<file path="config.mk">
export PLATFORM = sky130hd
export DESIGN_NAME = afe_serial_regs
export DESIGN_NICKNAME = d
export VERILOG_FILES = /design/src/rtl/afe_ser_pkg.sv /design/src/rtl/afe_sync.sv /design/src/rtl/afe_frame_fsm.sv /design/src/rtl/afe_regfile.sv /design/src/rtl/afe_serial_regs.sv
export SDC_FILE = /design/constraint.sdc
export NUM_CORES = 1
export LEC_CHECK = 0
export ABC_AREA = 1
export BUFFER_PORTS_ARGS = -buffer_cell sky130_fd_sc_hd__buf_2
export CAP_MARGIN = 20
export CORE_MARGIN = 1.5
export CORE_UTILIZATION = 61
export DETAILED_ROUTE_END_ITERATION = 10
export PLACE_DENSITY = 0.92
export SYNTH_ARGS = -nofsm -noshare
export SYNTH_HDL_FRONTEND = slang
export SYNTH_SLANG_ARGS = --single-unit
</file>
<file path="constraint.sdc">
create_clock -name clk -period 3.09 [get_ports clk]
set_input_delay 0.927 -clock clk [delete_from_list [all_inputs] [get_ports clk]]
set_output_delay 0.927 -clock clk [all_outputs]
set_load 0.005 [all_outputs]
</file>
<file path="src/rtl/afe_ser_pkg.sv">
package afe_ser_pkg;
    localparam int DATA_W    = 9;
    localparam int ADDR_W    = 4;
    localparam int HDR_LEN   = 1 + ADDR_W;
    localparam int FRAME_LEN = HDR_LEN + DATA_W;
    localparam int CNT_W     = $clog2(FRAME_LEN + 2);
    localparam int NUM_CH    = 4;
    localparam int GAIN_W    = 6;
    localparam int OFS_W     = DATA_W;

    localparam int ADDR_CFG  = 0;
    localparam int ADDR_MUX  = 1;
    localparam int GAIN_BASE = 2;
    localparam int OFS_BASE  = GAIN_BASE + NUM_CH;
    localparam int LAST_ADDR = OFS_BASE + NUM_CH - 1;

    localparam logic [DATA_W-1:0] CFG_KEEP  = DATA_W'(9'h03F);
    localparam logic [DATA_W-1:0] MUX_KEEP  = DATA_W'(9'h01F);
    localparam logic [DATA_W-1:0] GAIN_KEEP = DATA_W'((1 << GAIN_W) - 1);
    localparam logic [DATA_W-1:0] OFS_KEEP  = {DATA_W{1'b1}};

    typedef logic [DATA_W-1:0] word_t;
    typedef logic [ADDR_W-1:0] addr_t;

    typedef enum logic [2:0] {
        ST_IDLE,
        ST_HEAD,
        ST_BODY,
        ST_DONE,
        ST_SPILL
    } frame_state_t;
endpackage

</file>
<file path="src/rtl/afe_sync.sv">
module afe_sync #(
    parameter int               WIDTH   = 3,
    parameter int               STAGES  = 2,
    parameter logic [WIDTH-1:0] RST_VAL = '0
) (
    input  logic             clk,
    input  logic             rst_n,
    input  logic [WIDTH-1:0] d,
    output logic [WIDTH-1:0] q
);
    logic [WIDTH-1:0] chain [STAGES];

    for (genvar s = 0; s < STAGES; s++) begin : g_stage
        if (s == 0) begin : g_first
            always_ff @(posedge clk or negedge rst_n) begin
                if (!rst_n) chain[s] <= RST_VAL;
                else        chain[s] <= d;
            end
        end else begin : g_next
            always_ff @(posedge clk or negedge rst_n) begin
                if (!rst_n) chain[s] <= RST_VAL;
                else        chain[s] <= chain[s-1];
            end
        end
    end

    assign q = chain[STAGES-1];
endmodule

</file>
<file path="src/rtl/afe_frame_fsm.sv">
module afe_frame_fsm
    import afe_ser_pkg::*;
(
    input  logic  clk,
    input  logic  rst_n,
    input  logic  sclk_s,
    input  logic  frame_n_s,
    input  logic  sdi_s,
    input  word_t rd_word,
    output addr_t rd_addr,
    output logic  wr_en,
    output addr_t wr_addr,
    output word_t wr_data,
    output logic  sdo,
    output logic  sdo_oe
);
    localparam logic [CNT_W-1:0] CNT_HDR_LAST = CNT_W'(HDR_LEN - 1);
    localparam logic [CNT_W-1:0] CNT_FRM_LAST = CNT_W'(FRAME_LEN - 1);
    localparam logic [CNT_W-1:0] CNT_EXACT    = CNT_W'(FRAME_LEN);
    localparam logic [CNT_W-1:0] CNT_SAT      = {CNT_W{1'b1}};

    frame_state_t state, state_nx;
    logic sclk_d, frame_d;
    logic sclk_rise, sclk_fall, frm_start, frm_end;
    logic [FRAME_LEN-1:0] sr;
    logic [HDR_LEN-1:0]   hdr_next;
    logic [CNT_W-1:0]     cnt;
    word_t                rd_sr;

    assign sclk_rise = sclk_s & ~sclk_d;
    assign sclk_fall = ~sclk_s & sclk_d;
    assign frm_start = ~frame_n_s & frame_d;
    assign frm_end   = frame_n_s & ~frame_d;
    assign hdr_next  = {sr[HDR_LEN-2:0], sdi_s};
    assign rd_addr   = hdr_next[ADDR_W-1:0];
    assign wr_addr   = sr[FRAME_LEN-2 -: ADDR_W];
    assign wr_data   = sr[DATA_W-1:0];

    always_ff @(posedge clk or negedge rst_n) begin
        if (!rst_n) begin
            state   <= ST_IDLE;
            sclk_d  <= 1'b0;
            frame_d <= 1'b1;
        end else begin
            state   <= state_nx;
            sclk_d  <= sclk_s;
            frame_d <= frame_n_s;
        end
    end

    always_comb begin
        state_nx = state;
        unique case (state)
            ST_IDLE:  if (frm_start) state_nx = ST_HEAD;
            ST_HEAD:  if (frm_end) state_nx = ST_IDLE;
                      else if (sclk_rise && cnt == CNT_HDR_LAST) state_nx = ST_BODY;
            ST_BODY:  if (frm_end) state_nx = ST_IDLE;
                      else if (sclk_rise && cnt == CNT_FRM_LAST) state_nx = ST_DONE;
            ST_DONE:  if (frm_end) state_nx = ST_IDLE;
                      else if (sclk_rise) state_nx = ST_SPILL;
            ST_SPILL: if (frm_end) state_nx = ST_IDLE;
            default:  state_nx = ST_IDLE;
        endcase
    end

    always_ff @(posedge clk or negedge rst_n) begin
        if (!rst_n) begin
            sr     <= '0;
            cnt    <= '0;
            rd_sr  <= '0;
            sdo    <= 1'b0;
            sdo_oe <= 1'b0;
            wr_en  <= 1'b0;
        end else begin
            wr_en <= 1'b0;
            if (frm_start) begin
                cnt    <= '0;
                sdo_oe <= 1'b0;
            end
            if (sclk_rise && state != ST_IDLE && cnt != CNT_SAT)
                cnt <= cnt + 1'b1;
            if (sclk_rise && (state == ST_HEAD || state == ST_BODY))
                sr <= {sr[FRAME_LEN-2:0], sdi_s};
            if (sclk_rise && state == ST_HEAD && cnt == CNT_HDR_LAST && hdr_next[HDR_LEN-1]) begin
                rd_sr  <= rd_word;
                sdo_oe <= 1'b1;
            end
            if (sclk_fall && state == ST_BODY && sdo_oe) begin
                sdo   <= rd_sr[DATA_W-1];
                rd_sr <= {rd_sr[DATA_W-2:0], 1'b0};
            end
            if (frm_end) begin
                sdo_oe <= 1'b0;
                if (state == ST_DONE && !sr[FRAME_LEN-1]) wr_en <= 1'b1;
            end
        end
    end

    assert_commit_len_R2: assert property (@(posedge clk) disable iff (!rst_n)
        wr_en |-> cnt == CNT_EXACT);

    assert_oe_window_R6: assert property (@(posedge clk) disable iff (!rst_n)
        sdo_oe |-> (state == ST_BODY || state == ST_DONE || state == ST_SPILL));

    assert_read_no_commit_R11: assert property (@(posedge clk) disable iff (!rst_n)
        wr_en |-> !$past(sdo_oe));
endmodule

</file>
<file path="src/rtl/afe_regfile.sv">
module afe_regfile
    import afe_ser_pkg::*;
(
    input  logic                     clk,
    input  logic                     rst_n,
    input  logic                     wr_en,
    input  addr_t                    wr_addr,
    input  word_t                    wr_data,
    input  addr_t                    rd_addr,
    output word_t                    rd_word,
    output word_t                    cfg_q,
    output word_t                    mux_q,
    output logic [NUM_CH*GAIN_W-1:0] gain_o,
    output logic [NUM_CH*OFS_W-1:0]  offset_o
);
    word_t gain_q [NUM_CH];
    word_t ofs_q  [NUM_CH];
    logic  any_wr;

    always_ff @(posedge clk or negedge rst_n) begin
        if (!rst_n) begin
            cfg_q <= '0;
            mux_q <= '0;
        end else if (wr_en) begin
            if (wr_addr == ADDR_W'(ADDR_CFG)) cfg_q <= wr_data & CFG_KEEP;
            if (wr_addr == ADDR_W'(ADDR_MUX)) mux_q <= wr_data & MUX_KEEP;
        end
    end

    for (genvar ch = 0; ch < NUM_CH; ch++) begin : g_chan
        always_ff @(posedge clk or negedge rst_n) begin
            if (!rst_n) begin
                gain_q[ch] <= '0;
                ofs_q[ch]  <= '0;
            end else if (wr_en) begin
                if (wr_addr == ADDR_W'(GAIN_BASE + ch)) gain_q[ch] <= wr_data & GAIN_KEEP;
                if (wr_addr == ADDR_W'(OFS_BASE + ch))  ofs_q[ch]  <= wr_data & OFS_KEEP;
            end
        end
        assign gain_o[ch*GAIN_W +: GAIN_W] = gain_q[ch][GAIN_W-1:0];
        assign offset_o[ch*OFS_W +: OFS_W] = ofs_q[ch];

        assert_gain_reserved_R4: assert property (@(posedge clk) disable iff (!rst_n)
            gain_q[ch][DATA_W-1:GAIN_W] == '0);

        assert_unmapped_chan_R5: assert property (@(posedge clk) disable iff (!rst_n)
            (wr_en && wr_addr > ADDR_W'(LAST_ADDR)) |=> ($stable(gain_q[ch]) && $stable(ofs_q[ch])));
    end

    always_comb begin
        rd_word = '0;
        if (rd_addr == ADDR_W'(ADDR_CFG)) rd_word = cfg_q;
        if (rd_addr == ADDR_W'(ADDR_MUX)) rd_word = mux_q;
        for (int ch = 0; ch < NUM_CH; ch++) begin
            if (rd_addr == ADDR_W'(GAIN_BASE + ch)) rd_word = gain_q[ch];
            if (rd_addr == ADDR_W'(OFS_BASE + ch))  rd_word = ofs_q[ch];
        end
    end

    always_ff @(posedge clk or negedge rst_n) begin
        if (!rst_n)     any_wr <= 1'b0;
        else if (wr_en) any_wr <= 1'b1;
    end

    assert_ctrl_reserved_R4: assert property (@(posedge clk) disable iff (!rst_n)
        (cfg_q[8:6] == 3'b000) && (mux_q[8:5] == 4'b0000));

    assert_unmapped_ctrl_R5: assert property (@(posedge clk) disable iff (!rst_n)
        (wr_en && wr_addr > ADDR_W'(LAST_ADDR)) |=> ($stable(cfg_q) && $stable(mux_q)));

    assert_sleep_at_reset_R7: assert property (@(posedge clk) disable iff (!rst_n)
        !any_wr |-> (cfg_q == '0 && mux_q == '0));
endmodule

</file>
<file path="src/rtl/afe_serial_regs.sv">
module afe_serial_regs
    import afe_ser_pkg::*;
#(
    parameter int SYNC_STAGES = 2
) (
    input  logic                     clk,
    input  logic                     rst_n,
    input  logic                     sclk,
    input  logic                     frame_n,
    input  logic                     sdi,
    output logic                     sdo,
    output logic                     sdo_oe,
    output logic                     cfg_ext_ref,
    output logic                     cfg_one_byte,
    output logic                     cfg_sha_mode,
    output logic                     cfg_wide_range,
    output logic                     cfg_slow,
    output logic                     cfg_power_on,
    output logic                     mux_reverse,
    output logic [NUM_CH-1:0]        mux_chan_en,
    output logic [NUM_CH*GAIN_W-1:0] gain_o,
    output logic [NUM_CH*OFS_W-1:0]  offset_o
);
    logic [2:0] pins_s;
    addr_t      rd_addr, wr_addr;
    word_t      rd_word, wr_data, cfg_q, mux_q;
    logic       wr_en;

    afe_sync #(.WIDTH(3), .STAGES(SYNC_STAGES), .RST_VAL(3'b010)) u_sync (
        .clk   (clk),
        .rst_n (rst_n),
        .d     ({sclk, frame_n, sdi}),
        .q     (pins_s)
    );

    afe_frame_fsm u_fsm (
        .clk       (clk),
        .rst_n     (rst_n),
        .sclk_s    (pins_s[2]),
        .frame_n_s (pins_s[1]),
        .sdi_s     (pins_s[0]),
        .rd_word   (rd_word),
        .rd_addr   (rd_addr),
        .wr_en     (wr_en),
        .wr_addr   (wr_addr),
        .wr_data   (wr_data),
        .sdo       (sdo),
        .sdo_oe    (sdo_oe)
    );

    afe_regfile u_regs (
        .clk      (clk),
        .rst_n    (rst_n),
        .wr_en    (wr_en),
        .wr_addr  (wr_addr),
        .wr_data  (wr_data),
        .rd_addr  (rd_addr),
        .rd_word  (rd_word),
        .cfg_q    (cfg_q),
        .mux_q    (mux_q),
        .gain_o   (gain_o),
        .offset_o (offset_o)
    );

    assign cfg_ext_ref    = cfg_q[5];
    assign cfg_one_byte   = cfg_q[4];
    assign cfg_sha_mode   = cfg_q[3];
    assign cfg_wide_range = cfg_q[2];
    assign cfg_slow       = cfg_q[1];
    assign cfg_power_on   = cfg_q[0];
    assign mux_reverse    = mux_q[4];
    assign mux_chan_en    = mux_q[NUM_CH-1:0];
endmodule

</file>
==> results.sh <==
export IMPL_outcome="complete, no violations"
export IMPL_grt_max_degree=47
export IMPL_detail_route_vias_per_cell=5.88
export IMPL_crit_path_cell_trace="buf_2"
export IMPL_buffer_ports_inserted=77
export IMPL_maximum_single_stage_delay_on_the_critical_path_ns=0.43
export IMPL_clk_latency_ns=0.38
export IMPL_syn_cell_area_um2=5040
export IMPL_ys_ff_latch=112
export IMPL_hpwlAfterDp_mm=9.51
export IMPL_grt_overflow=0
export IMPL_cts_sink_count=112
export IMPL_mappedNetlistNets=615
export IMPL_final_cell_mix="nand2_1 (183), dfrtp_1 (109), o21ai_0 (97)"
export IMPL_remaining_drc_errors=0
export IMPL_grt_first_pass_wirelength_mm=21.6
export IMPL_synth_largest_type_area_fraction_pct=54.1
export IMPL_first_iter_violations=468
export IMPL_worstSetupEndpointType="output port"
export IMPL_critPathKind="reg2out"
export IMPL_cts_inserted_buffers=9
export IMPL_biggest_area_consumer_among_synthesized_cells="dfrtp_1"
export IMPL_setup_worst_path_end="offset_o[10]"
export IMPL_syn_avg_cell_area_um2=8.31
export IMPL_totalWireLength_mm=13.1
export IMPL_setup_violations_final=0
export IMPL_synth_seq_area_share_pct=55.6
export IMPL_post_cts_setup_buffers=0
export IMPL_total_global_route_track_usage_pct=32.4
export IMPL_maximum_fanout_encountered_on_the_critical_timing_path=3
export IMPL_routabilityCongestion=0.989
export IMPL_worstMarginPinSlew_ns=0.701
export IMPL_final_layout_size_suffix_gt1_share_pct=19.2
export IMPL_cts_hold_fix_buffers=0
export IMPL_timing_max_transition_violations_final=0
export IMPL_design_final_nets=690
export IMPL_postSynthCellCount=607
export IMPL_timing_max_slew_rel_slack_pct=53.2
export IMPL_worst_ir_drop_vdd_mv=0.332
export IMPL_synth_warnings=0
export IMPL_timing_hold_violations_final=0
export IMPL_final_instance_count_excl_fill=789
export IMPL_firstDrtPassIters=5
export IMPL_fin_hold_ws_ns=0.360
export IMPL_worstSetupStartpoint="u_regs.offset_o[10]$_DFFE_PN0P_"
export IMPL_setup_repair_after_global_routing_missed_its_margin="false"
export IMPL_detailedPlace_worstSlack_ns=1.39
export IMPL_initial_util_pct=64.3
export IMPL_worst_setup_path_start_kind="flop"
export IMPL_synthDistinctLibCells=31
export IMPL_cp_top_family="flip-flops"
export IMPL_wl_per_cell_um=16.6
export IMPL_worst_endpoint_required_ns=2.16
export IMPL_worst_clock_skew_ns=0.00892
export IMPL_antenna_violating_nets_post_route=0
export IMPL_synth_area_top_cells="dfrtp_1 (54%), nand2_1 (14%), o21ai_0 (9.6%)"
export IMPL_num_io_pins=78
export IMPL_finalSetupTns_ns=0
export IMPL_period_share_pct=61.2
export IMPL_dp_cells=773
export IMPL_cap_violations=0
export IMPL_area_growth_pct=13.3
export IMPL_dieHeight_um=93.9
export IMPL_power_density_nw_per_um2=579
export IMPL_grt_pass1_vias=4324
export IMPL_r2r_cells=9
export IMPL_maxClockFrequency_mhz=529
export IMPL_tritoncts="built"
export IMPL_arrival_time_of_data_at_the_critical_path_endpoint_ns=0.96
export IMPL_antenna_found_initial=0
export IMPL_ctsHtreeMaxLevel=3
export IMPL_rr_endpoint="u_fsm.rd_sr[2]$_DFFE_PN0P_"
export IMPL_clock_root_buffer="clkbuf_8"
export IMPL_postCtsResizedCells=0
export IMPL_die_area_um2=8820
export IMPL_path_clk_slew_ns=0.10
export IMPL_floorplan_die_width_um=93.9
export IMPL_reg2reg_from="u_fsm.sr[2]$_DFFE_PN0P_"
export IMPL_clock_tree_buffer_depth=2
export IMPL_design_core_area_um2=7850
export IMPL_antenna_cells=0
export IMPL_timing_reg2reg_setup_slack_ns=1.32
export IMPL_worstHoldPathType="reg2reg"
export IMPL_setup_ws_ns=1.20
export IMPL_critical_path_n_buffers_inverters=1
export IMPL_num_fill_cells=576
export IMPL_post_route_min_period_ns=1.89
export IMPL_worst_path_max_delay_cell="dfrtp_1"
export IMPL_power_leakage_nw=2.96
export IMPL_placement_rows=32
export IMPL_layout_cells_most_common="nand2_1"
export IMPL_path_depth=1
export IMPL_routed_via_count=4636
[layout make-up]
type / count / area [µm²] / share of cell area, %
clock inverter: 5 / 56.3 / 0.985
inverter: 63 / 236 / 4.14
tap: 102 / 128 / 2.23
timing repair buffer: 81 / 418 / 7.31
sequential: 112 / 2810 / 49.1
clock buffer: 11 / 141 / 2.47
multi-input combinational: 415 / 1930 / 33.8
[routing by layer]
layer	wire length, µm	GRT usage [%]
met1	5200	42.7
met2	6160	51.3
met3	1230	6.31
met4	535	16.0
met5	0	0
[state kept, by name (all words and copies together), names as in the netlist, 4 cells and up]
name,flops
u_fsm.cnt,4
u_fsm.rd_sr,9
u_fsm.sr,14
u_regs.cfg_q,6
u_regs.gain_o,24
u_regs.mux_q,5
u_regs.offset_o,36
[synthesized netlist by cell type (all sizes together)]
cell	count
o2111ai	2
buf	3
inv	62
nand3	36
a21boi	1
ha	3
a21oi	14
xor2	1
clkinv	1
o21ai	102
nor2	49
or2	1
o22ai	6
o31ai	1
nand4	3
nand2	190
nor3	4
clkbuf	14
dfstp	3
o211ai	2
dfrtp	109
[kinds of logic (layout without fill, tap and decap cells)]
logic type	after synthesis	after routing	share of synthesized area, %
DFF	112	112	55.6
buffers and inverters	80	160	6.10
AOI/OAI and AO/OA	128	128	13.3
xor gates and xnor gates	1	1	0.174
adders and majority gates	3	3	0.744
and+or+nand+nor	283	283	24.0
[through the flow]
step | cell area [µm²] | total power, mW | utilization, %
global placement | 5520 | 2.38 | 70.3
global route | 5720 | 3.47 | 72.8
detailed placement | 5520 | 2.42 | 70.3
finish | 5720 | 3.31 | 72.8
CTS | 5720 | 3.29 | 72.8
floorplan | 5040 | 2.20 | -
[worst min path at each step]
stage	startpoint	endpoint	cells past startpoint
finish	u_sync.chain[4]$_DFF_PN1_	u_sync.q[1]$_DFF_PN1_	0
global route	u_sync.chain[4]$_DFF_PN1_	u_sync.q[1]$_DFF_PN1_	0
CTS	u_sync.chain[4]$_DFF_PN1_	u_sync.q[1]$_DFF_PN1_	0
detailed placement	u_sync.chain[4]$_DFF_PN1_	u_sync.q[1]$_DFF_PN1_	0
global placement	u_sync.chain[5]$_DFF_PN0_	u_sync.q[2]$_DFF_PN0_	0
floorplan	u_sync.chain[3]$_DFF_PN0_	u_sync.q[0]$_DFF_PN0_	0
[report_power, final]
group | internal (mW) | leakage [nW] | total (mW) | switching, mW
sequential | 1.56 | 1.53 | 1.68 | 0.115
combinational | 0.197 | 1.33 | 0.748 | 0.551
clock | 0.396 | 0.0993 | 0.886 | 0.489
Note: power is estimated with default switching activity, not from simulation.
